===== src/rtl/dmai_pkg.sv =====
package dmai_pkg;
  localparam int IDLE_CODE_W = 3;
  localparam int MAX_IDLE    = 12;
  localparam int CNT_W       = $clog2(MAX_IDLE + 1);
  localparam int PRIO_W      = 2;

  typedef enum logic [PRIO_W-1:0] {
    PRIO_ALL      = 2'b00,
    PRIO_REF_ONLY = 2'b01,
    PRIO_NONE     = 2'b10,
    PRIO_RSVD     = 2'b11
  } prio_e;

  // codes 0..2 are literal, above that the count steps by two
  function automatic logic [CNT_W-1:0] idle_decode(input logic [IDLE_CODE_W-1:0] code);
    logic [CNT_W-1:0] cx;
    cx = CNT_W'(code);
    return (cx <= CNT_W'(2)) ? cx : CNT_W'((cx - CNT_W'(1)) << 1);
  endfunction
endpackage


===== src/rtl/dmai_gap_ctl.sv =====
module dmai_gap_ctl
  import dmai_pkg::*;
(
  input  logic             clk,
  input  logic             rst_n,
  input  logic             accept,
  input  logic             acc_dack,
  input  logic             acc_single,
  input  logic             acc_ext_drv,
  input  logic             idle_all,
  input  logic [CNT_W-1:0] idle_load,
  output logic             ready
);
  logic [CNT_W-1:0] left_q, left_d;
  logic             armed_q, armed_d;
  logic             extdrv_q, extdrv_d;
  logic             need_gap;

  always_comb begin
    left_d   = left_q;
    armed_d  = armed_q;
    extdrv_d = extdrv_q;
    if (accept) begin
      left_d   = idle_load;
      armed_d  = acc_dack & acc_single;
      extdrv_d = acc_ext_drv;
    end else if (left_q != '0) begin
      left_d = left_q - CNT_W'(1);
    end
  end

  assign need_gap = armed_q & (idle_all | (extdrv_q & ~acc_ext_drv));
  assign ready    = ~need_gap | (left_q == '0);

  always_ff @(posedge clk or negedge rst_n) begin
    if (!rst_n) begin
      left_q   <= '0;
      armed_q  <= 1'b0;
      extdrv_q <= 1'b0;
    end else begin
      left_q   <= left_d;
      armed_q  <= armed_d;
      extdrv_q <= extdrv_d;
    end
  end
endmodule


===== src/rtl/dmai_req_gate.sv =====
module dmai_req_gate
  import dmai_pkg::*;
(
  input  logic  clk,
  input  logic  rst_n,
  input  logic  ref_req,
  input  logic  mst_req,
  input  logic  bus_busy,
  input  logic  burst_on,
  input  prio_e prio,
  output logic  ref_gnt,
  output logic  mst_gnt
);
  logic ref_pend_q, ref_pend_d, mst_pend_q, mst_pend_d;
  logic ref_gnt_q, mst_gnt_q;
  logic ref_ok, mst_ok, ref_now, mst_now;

  always_comb begin
    ref_ok     = ~burst_on | (prio == PRIO_ALL) | (prio == PRIO_REF_ONLY);
    mst_ok     = ~burst_on | (prio == PRIO_ALL);
    ref_now    = ref_pend_q & ref_ok & ~bus_busy;
    mst_now    = mst_pend_q & mst_ok & ~bus_busy & ~ref_now;
    ref_pend_d = (ref_pend_q & ~ref_now) | ref_req;
    mst_pend_d = (mst_pend_q & ~mst_now) | mst_req;
  end

  always_ff @(posedge clk or negedge rst_n) begin
    if (!rst_n) begin
      ref_pend_q <= 1'b0;
      mst_pend_q <= 1'b0;
      ref_gnt_q  <= 1'b0;
      mst_gnt_q  <= 1'b0;
    end else begin
      ref_pend_q <= ref_pend_d;
      mst_pend_q <= mst_pend_d;
      ref_gnt_q  <= ref_now;
      mst_gnt_q  <= mst_now;
    end
  end

  assign ref_gnt = ref_gnt_q;
  assign mst_gnt = mst_gnt_q;
endmodule


===== src/rtl/dma_idle_inserter.sv =====
module dma_idle_inserter
  import dmai_pkg::*;
(
  input  logic                   clk,
  input  logic                   rst_n,
  input  logic                   cfg_wr,
  input  logic [IDLE_CODE_W-1:0] cfg_idle_code,
  input  logic                   cfg_idle_all,
  input  logic [PRIO_W-1:0]      cfg_burst_prio,
  input  logic                   acc_valid,
  output logic                   acc_ready,
  input  logic                   acc_dack,
  input  logic                   acc_ext_drv,
  input  logic                   acc_single,
  input  logic                   acc_burst,
  input  logic                   acc_last,
  input  logic                   ref_req,
  input  logic                   mst_req,
  output logic                   bus_strobe,
  output logic                   bus_dack,
  output logic                   ref_gnt,
  output logic                   mst_gnt,
  output logic                   prio_err
);
  // reset synchronizer: asserts at once, releases on the second edge
  logic rs_q1, rs_q2, rst_i;
  always_ff @(posedge clk or negedge rst_n) begin
    if (!rst_n) begin
      rs_q1 <= 1'b0;
      rs_q2 <= 1'b0;
    end else begin
      rs_q1 <= 1'b1;
      rs_q2 <= rs_q1;
    end
  end
  assign rst_i = rs_q2;

  logic [IDLE_CODE_W-1:0] code_q, code_d;
  logic                   all_q, all_d;
  prio_e                  prio_q, prio_d, prio_eff;
  logic                   err_q, err_d;
  logic                   burst_q, burst_d;
  logic                   strobe_q, strobe_d, dack_q, dack_d;
  logic                   accept;
  logic                   gap_ready;

  assign accept    = acc_valid & gap_ready;
  assign acc_ready = gap_ready;
  assign prio_eff  = (prio_q == PRIO_RSVD) ? PRIO_NONE : prio_q;

  always_comb begin
    code_d   = code_q;
    all_d    = all_q;
    prio_d   = prio_q;
    if (cfg_wr) begin
      code_d = cfg_idle_code;
      all_d  = cfg_idle_all;
      prio_d = prio_e'(cfg_burst_prio);
    end
    err_d    = err_q | (prio_q == PRIO_RSVD);
    burst_d  = accept ? (acc_burst & ~acc_last) : burst_q;
    strobe_d = accept;
    dack_d   = accept & acc_dack;
  end

  always_ff @(posedge clk or negedge rst_i) begin
    if (!rst_i) begin
      code_q   <= '0;
      all_q    <= 1'b0;
      prio_q   <= PRIO_ALL;
      err_q    <= 1'b0;
      burst_q  <= 1'b0;
      strobe_q <= 1'b0;
      dack_q   <= 1'b0;
    end else begin
      code_q   <= code_d;
      all_q    <= all_d;
      prio_q   <= prio_d;
      err_q    <= err_d;
      burst_q  <= burst_d;
      strobe_q <= strobe_d;
      dack_q   <= dack_d;
    end
  end

  dmai_gap_ctl i_gap (
    .clk        (clk),
    .rst_n      (rst_i),
    .accept     (accept),
    .acc_dack   (acc_dack),
    .acc_single (acc_single),
    .acc_ext_drv(acc_ext_drv),
    .idle_all   (all_q),
    .idle_load  (idle_decode(code_q)),
    .ready      (gap_ready)
  );

  dmai_req_gate i_gate (
    .clk     (clk),
    .rst_n   (rst_i),
    .ref_req (ref_req),
    .mst_req (mst_req),
    .bus_busy(accept),
    .burst_on(burst_q),
    .prio    (prio_eff),
    .ref_gnt (ref_gnt),
    .mst_gnt (mst_gnt)
  );

  assign bus_strobe = strobe_q;
  assign bus_dack   = dack_q;
  assign prio_err   = err_q;
endmodule


===== config.mk =====
export PLATFORM = sky130hd
export DESIGN_NAME = dma_idle_inserter
export DESIGN_NICKNAME = d
export VERILOG_FILES = /design/src/rtl/dmai_pkg.sv /design/src/rtl/dmai_gap_ctl.sv /design/src/rtl/dmai_req_gate.sv /design/src/rtl/dma_idle_inserter.sv
export SDC_FILE = /design/constraint.sdc
export NUM_CORES = 1
export LEC_CHECK = 0
export BUFFER_PORTS_ARGS = -buffer_cell sky130_fd_sc_hd__buf_2
export CAP_MARGIN = 30
export CORE_MARGIN = 1.5
export CORE_UTILIZATION = 40
export CTS_CLUSTER_DIAMETER = 80
export DETAILED_ROUTE_END_ITERATION = 16
export PLACE_DENSITY = 0.63
export SLEW_MARGIN = 40
export SYNTH_ARGS = -nofsm -noshare
export SYNTH_HDL_FRONTEND = slang
export SYNTH_SLANG_ARGS = --single-unit

===== constraint.sdc =====
create_clock -name clk -period 2.5 [get_ports clk]
set_input_delay 0.375 -clock clk [delete_from_list [all_inputs] [get_ports clk]]
set_output_delay 0.375 -clock clk [all_outputs]
set_load 0.005 [all_outputs]

==> impl_metrics.tcl, run 1 <==
set metrics [dict create \
    synth.area.mux_share_pct 5.51 \
    postSynthCellCount 96 \
    synthAdderAreaFrac_pct 3.68 \
    synth_area_per_cell_um2 10.6 \
    synth_xor_area_share_pct 0 \
    grt_pass1_vias 720 \
    drv_slew 0 \
    synth-seq-cells 22 \
    yosys_warnings 0 \
    busiest_layer "met2" \
    finalCritPeriodShare_pct 72.1 \
    start_util_pct 41.6 \
    netlist_area_mm2 0.00102 \
    vias 759 \
    status "finished, final reports clean" \
    portBuffers 22 \
    fp.dieH_um 53.5 \
    grt_util_met3_pct 3.67 \
    layout_commonest_cell "buf_2" \
    setup_violations 0 \
    wl_um 1800 \
    die_w_um 53.5 \
    synthFlopType "dfrtp_1" \
    post-dp-hpwl_um 1380 \
    largest_reg_flops 4 \
    max-vdd-ir-drop_mv 0.496 \
    clock_tree.buffer_depth 2 \
    drive_above_1_share_pct 29.8 \
    syn_nets 116 \
    clock_latency_ns 0.30 \
    largest_registers "i_gap.left_q x4, code_q x3, prio_q x2" \
    diodes 0 \
    powerDensity_mw_per_mm2 843 \
    cts_tree "yes" \
    htreeDepth 1 \
    final-hold-violation-count 0 \
    drtIter0Drc 10 \
    rsz0062_at_grt "no" \
    final_cell_mix "22 x buf_2, 21 x dfrtp_1, 13 x nand2_1, 7 x inv_1, 6 x o21ai_0" \
    synth_compound_area_share_pct 15.0 \
    global_route.usage.met1_pct 18.0 \
    fmax_mhz 554 \
    cap_violations 0 \
    period_needed_ns 1.80 \
    crit_path_end_kind "primary output" \
    cp_data_required_time_ns 2.12 \
    largest-register "i_gap.left_q" \
    ctsResizeCount 0 \
    viasPerCell 5.03 \
    fin_tns_setup_ns 0 \
    finClkSkew_ns 0.00271 \
    grt_overflow 0 \
    numCtsBuffers 3 \
    wl_per_cell_um 11.9 \
    synthSimpleGateAreaFrac_pct 17.9 \
    power_mw 1.02 \
    worst-path-max-fanout 6 \
    root_buffer "clkbuf_4" \
    gr-usage-all-layers_pct 14.8 \
    synth_edf_count 0 \
    antenna_found_initial 0 \
    dp_slack_ns 0.752 \
    worstHoldPathType "flop to asynchronous set/reset pin" \
    fin_ws_ns 0.697 \
    ys_types 31 \
    drc 0 \
    drtPass1Iterations 5 \
    route.antenna.remaining_nets 0 \
    syn2layout_area_growth_pct 18.0 \
    coreArea_mm2 0.00245 \
    async_flop_share_pct 100 \
    worstPathArrival_ns 1.43 \
    yosysSeqAreaShare_pct 53.9 \
    worst_setup_path_start_kind "flop" \
    num_io_pins 23 \
    grtUsageMet2_pct 23.5 \
    synth_top_family_by_area "simple AND/OR/NAND/NOR gates" \
    p_leak_nw 0.572 \
    gp_congestion 0.994 \
    num_rows 18 \
    fin_nets 142 \
    clock-sinks 22 \
    grt_pass1_wl_um 2970 \
    die_area_mm2 0.00286 \
    crit_type "flop to primary output" \
    fillers 235 \
    grt_max_degree 21 \
    clk_pin_slew_worst_paths_ns 0.12 \
]
==> critical path, stage by stage (launching register included) <==
cell	delay, ns
dfrtp_1	0.39
inv_1	0.09
ha_1	0.25
nand2_1	0.13
o211ai_1	0.12
buf_2	0.14
==> cell families after synthesis <==
| kind of cell | after synthesis |
|---|---|
| other | 1 |
| buffers and inverters | 9 |
| multiplexers | 5 |
| AND/OR/NAND/NOR | 34 |
| AO/OA/AOI/OAI | 22 |
| flip-flops | 22 |
| adder cells (fa/ha/maj) | 3 |
==> final timing paths <==
path                                              from                           to  slack (ns)  cells after the start
max                        i_gap.left_q[0]$_DFFE_PN0P_                    acc_ready        0.70                      5
max reg2reg                i_gap.left_q[0]$_DFFE_PN0P_   i_gap.extdrv_q$_DFFE_PN0N_        0.74                      5
min in group clk                               mst_req  i_gate.mst_pend_q$_DFF_PN0_        0.24                      2
max in group asynchronous              rs_q2$_DFF_PN0_  i_gap.left_q[3]$_DFFE_PN0P_        1.97                      0
min                                    rs_q2$_DFF_PN0_        prio_q[1]$_DFFE_PN0P_        0.22                      0
min reg2reg                            rs_q2$_DFF_PN0_        prio_q[1]$_DFFE_PN0P_        0.22                      0
==> where the power goes <==
part	leakage, nW	total, mW	switching [mW]	internal, mW
logic	0.290	0.324	0.163	0.161
clock network	0.0210	0.193	0.104	0.0889
registers	0.261	0.498	0.0645	0.434
total	0.572	1.02	0.332	0.684
==> Yosys cell counts (2+ instances only) <==
cell type	number	area share (%)
or3_1	2	1.2
dfrtp_1	22	54
ha_1	3	3.7
o21ai_0	6	2.9
mux2_2	5	5.5
a21oi_1	2	0.98
nor2_1	4	1.5
nand2_1	13	4.8
nand3_1	3	1.5
o211ai_1	2	1.5
inv_1	7	2.6
and3_1	2	1.2
a21o_1	4	2.9
nor3_1	2	0.98
nor2b_1	3	1.8
==> metrics by stage <==
stage / std cells / hold slack (ns) / utilization (%) / area (um^2)
after floorplan: 96 / 0.0794 / - / 1020
after global placement: 146 / 0.160 / 47.1 / 1160
after detailed placement: 146 / 0.161 / 47.1 / 1160
after CTS: 151 / 0.230 / 49.0 / 1200
after global routing: 151 / 0.230 / 49.1 / 1200
final: 151 / 0.219 / 49.1 / 1200
==> final cells by class <==
cell class | instances | area, um^2 | share of cell area [%]
well taps | 30 | 37.5 | 3.12
clock buffers | 4 | 36.3 | 3.01
repair buffers | 23 | 120 | 9.97
flip-flops and latches | 22 | 552 | 45.8
inverters | 7 | 26.3 | 2.18
multi-input cells | 65 | 433 | 35.9
==> layer usage <==
layer	part of all wire (%)	vias up
li1	-	383
met3	5.7	5
met2	48	28
met5	0	-
met4	1.6	0
met1	45	343
==> timing repair <==
action,CTS,global route
endpoints found under the hold margin,2,0
buffers inserted,0,0
hold buffers,1,0
No activity file was read; power rests on OpenSTA's default activity.
==> run 2: changes to the inputs <==
- PLACE_DENSITY: 0.63 -> 0.65
- clock period: 2.5 -> 1.55 ns (I/O delays scaled with it)
==> run 2 against run 1 <==
  * Flip-flop and latch count is the same
  * Worst setup slack worse by 0.68 ns
  * Core utilization increased by 6.8 points
  * Hold slack got worse by 0.13 ns
  * Final area up 14%
  * Register-to-register slack got worse by 0.72 ns
  * Sequential power up 63%
  * Critical path type unchanged
==> impl_metrics.tcl, run 2 (synthesis gave the netlist of run 1 again) <==
set metrics [dict create \
    status "finished, final reports clean" \
    period_needed_ns 1.54 \
    die_area_mm2 0.00286 \
    clock_latency_ns 0.31 \
    vias 823 \
    setup_violations 0 \
    finalCritPeriodShare_pct 99.1 \
    largest-register "i_gap.left_q" \
    start_util_pct 41.6 \
    r2r_end "i_gap.extdrv_q$_DFFE_PN0N_" \
    wl_per_cell_um 12.2 \
    post-dp-hpwl_um 1410 \
    finClkSkew_ns 0.00442 \
    htreeDepth 1 \
    fin_nets 155 \
    rrSetupSlack_ns 0.02 \
    p_leak_nw 0.656 \
    portBuffers 22 \
    clk_pin_slew_worst_paths_ns 0.12 \
    route.antenna.remaining_nets 0 \
    syn2layout_area_growth_pct 34.3 \
    worst-r2r-cell-count 6 \
    grt_pass1_wl_um 3240 \
    root_buffer "clkbuf_4" \
    diodes 0 \
    power_mw 2.11 \
    rsz0062_at_grt "yes" \
    final_cell_mix "22 x dfrtp_1, 22 x buf_2, 10 x nand2_1, 10 x buf_4" \
    numCtsBuffers 3 \
    drtPass1Iterations 4 \
    antenna_found_initial 0 \
    crit_path_end_kind "primary output" \
    clock-sinks 22 \
    fp.dieH_um 53.5 \
    grt_max_degree 21 \
    powerDensity_mw_per_mm2 1540 \
    num_rows 18 \
    final-hold-violation-count 0 \
    cts_tree "yes" \
    fmax_mhz 651 \
    coreArea_mm2 0.00245 \
    drive_above_1_share_pct 43.3 \
    die_w_um 53.5 \
    max-vdd-ir-drop_mv 0.993 \
    worst_setup_path_start_kind "flop" \
    wl_um 2000 \
    num_io_pins 23 \
    cp_data_required_time_ns 1.32 \
    worstPathArrival_ns 1.30 \
    place_inst 152 \
    crit_type "flop to primary output" \
    rr_startpoint "i_gap.left_q[1]$_DFFE_PN0P_" \
    drv_slew 0 \
    cp-endpoint "acc_ready" \
    grt_overflow 0 \
    worst-path-max-fanout 2 \
    final_cells 164 \
    crit_start "i_gap.left_q[0]$_DFFE_PN0P_" \
    gp_congestion 0.844 \
    drc 0 \
    drtIter0Drc 12 \
    largest_reg_flops 4 \
    cap_violations 0 \
    clock_tree.buffer_depth 2 \
    viasPerCell 5.02 \
    worstHoldPathType "primary input to flop" \
    gr-usage-all-layers_pct 16.1 \
    grt_pass1_vias 805 \
    largest_registers "i_gap.left_q x4, code_q x3, prio_q x2" \
]
## run 2: cell count changes in the layout (fill, tap and decap cells not counted), moves of 2 or more
cell     before  now
buf_4         0   10
buf_6         0    3
nand2_1      13   10
inv_1         7    5
inv_2         0    2
nand2_2       0    2
## run 2: area by class of cell
cell class	count	area [um^2]
fill	228	1080
sequential	22	551
multi-input combinational	65	475
timing repair buffer	36	229
tap	30	37.5
clock inverter	1	30.0
inverter	7	26.3
clock buffer	3	22.5
## run 2: power by group
group | switching, mW | internal, mW | total (mW)
logic | 0.371 | 0.496 | 0.867
registers | 0.111 | 0.700 | 0.810
clock network | 0.170 | 0.261 | 0.432
## run 2: per-stage QoR
stage               hold WS [ns]  util, %  cell area, um^2  setup slack (ns)  TNS (ns)
CTS                       0.0842     53.7             1320           -0.0339   -0.0473
floorplan                -0.0631        -             1020             0.116         0
finish                    0.0919     55.9             1370            0.0134         0
global placement          0.0184     49.0             1200             0.126         0
global route               0.105     55.9             1370           -0.0666    -0.248
detailed placement        0.0207     49.0             1200            0.0829         0
## run 2: metal layers
metal	share of wire [%]	track usage, %
met1	43	19.5
met5	0	0
met3	3.5	1.98
met2	52	26.5
met4	1.9	10.7
## run 2: critical path, stage by stage (launching register included)
cell,delay [ns]
dfrtp_1,0.40
inv_2,0.08
ha_4,0.15
buf_6,0.10
nand2_4,0.04
o211ai_1,0.09
buf_2,0.14
## run 2: repair_timing
item,in CTS,in global routing
resized for setup,7,9
hold endpoints to repair,2,0
hold buffers,1,0
setup endpoints to repair,1,9
pin swaps,3,4
setup buffers,4,3
## run 2: worst min path at each step
stage                  from                          end  slack (ns)  cells after the start
finish              ref_req  i_gate.ref_pend_q$_DFF_PN0_        0.09                      2
detailed placement    rst_n              rs_q2$_DFF_PN0_        0.02                      1
CTS                 ref_req  i_gate.ref_pend_q$_DFF_PN0_        0.08                      2
global route        mst_req  i_gate.mst_pend_q$_DFF_PN0_        0.10                      2
global placement      rst_n              rs_q1$_DFF_PN0_        0.02                      1
floorplan             rst_n              rs_q1$_DFF_PN0_       -0.06                      0
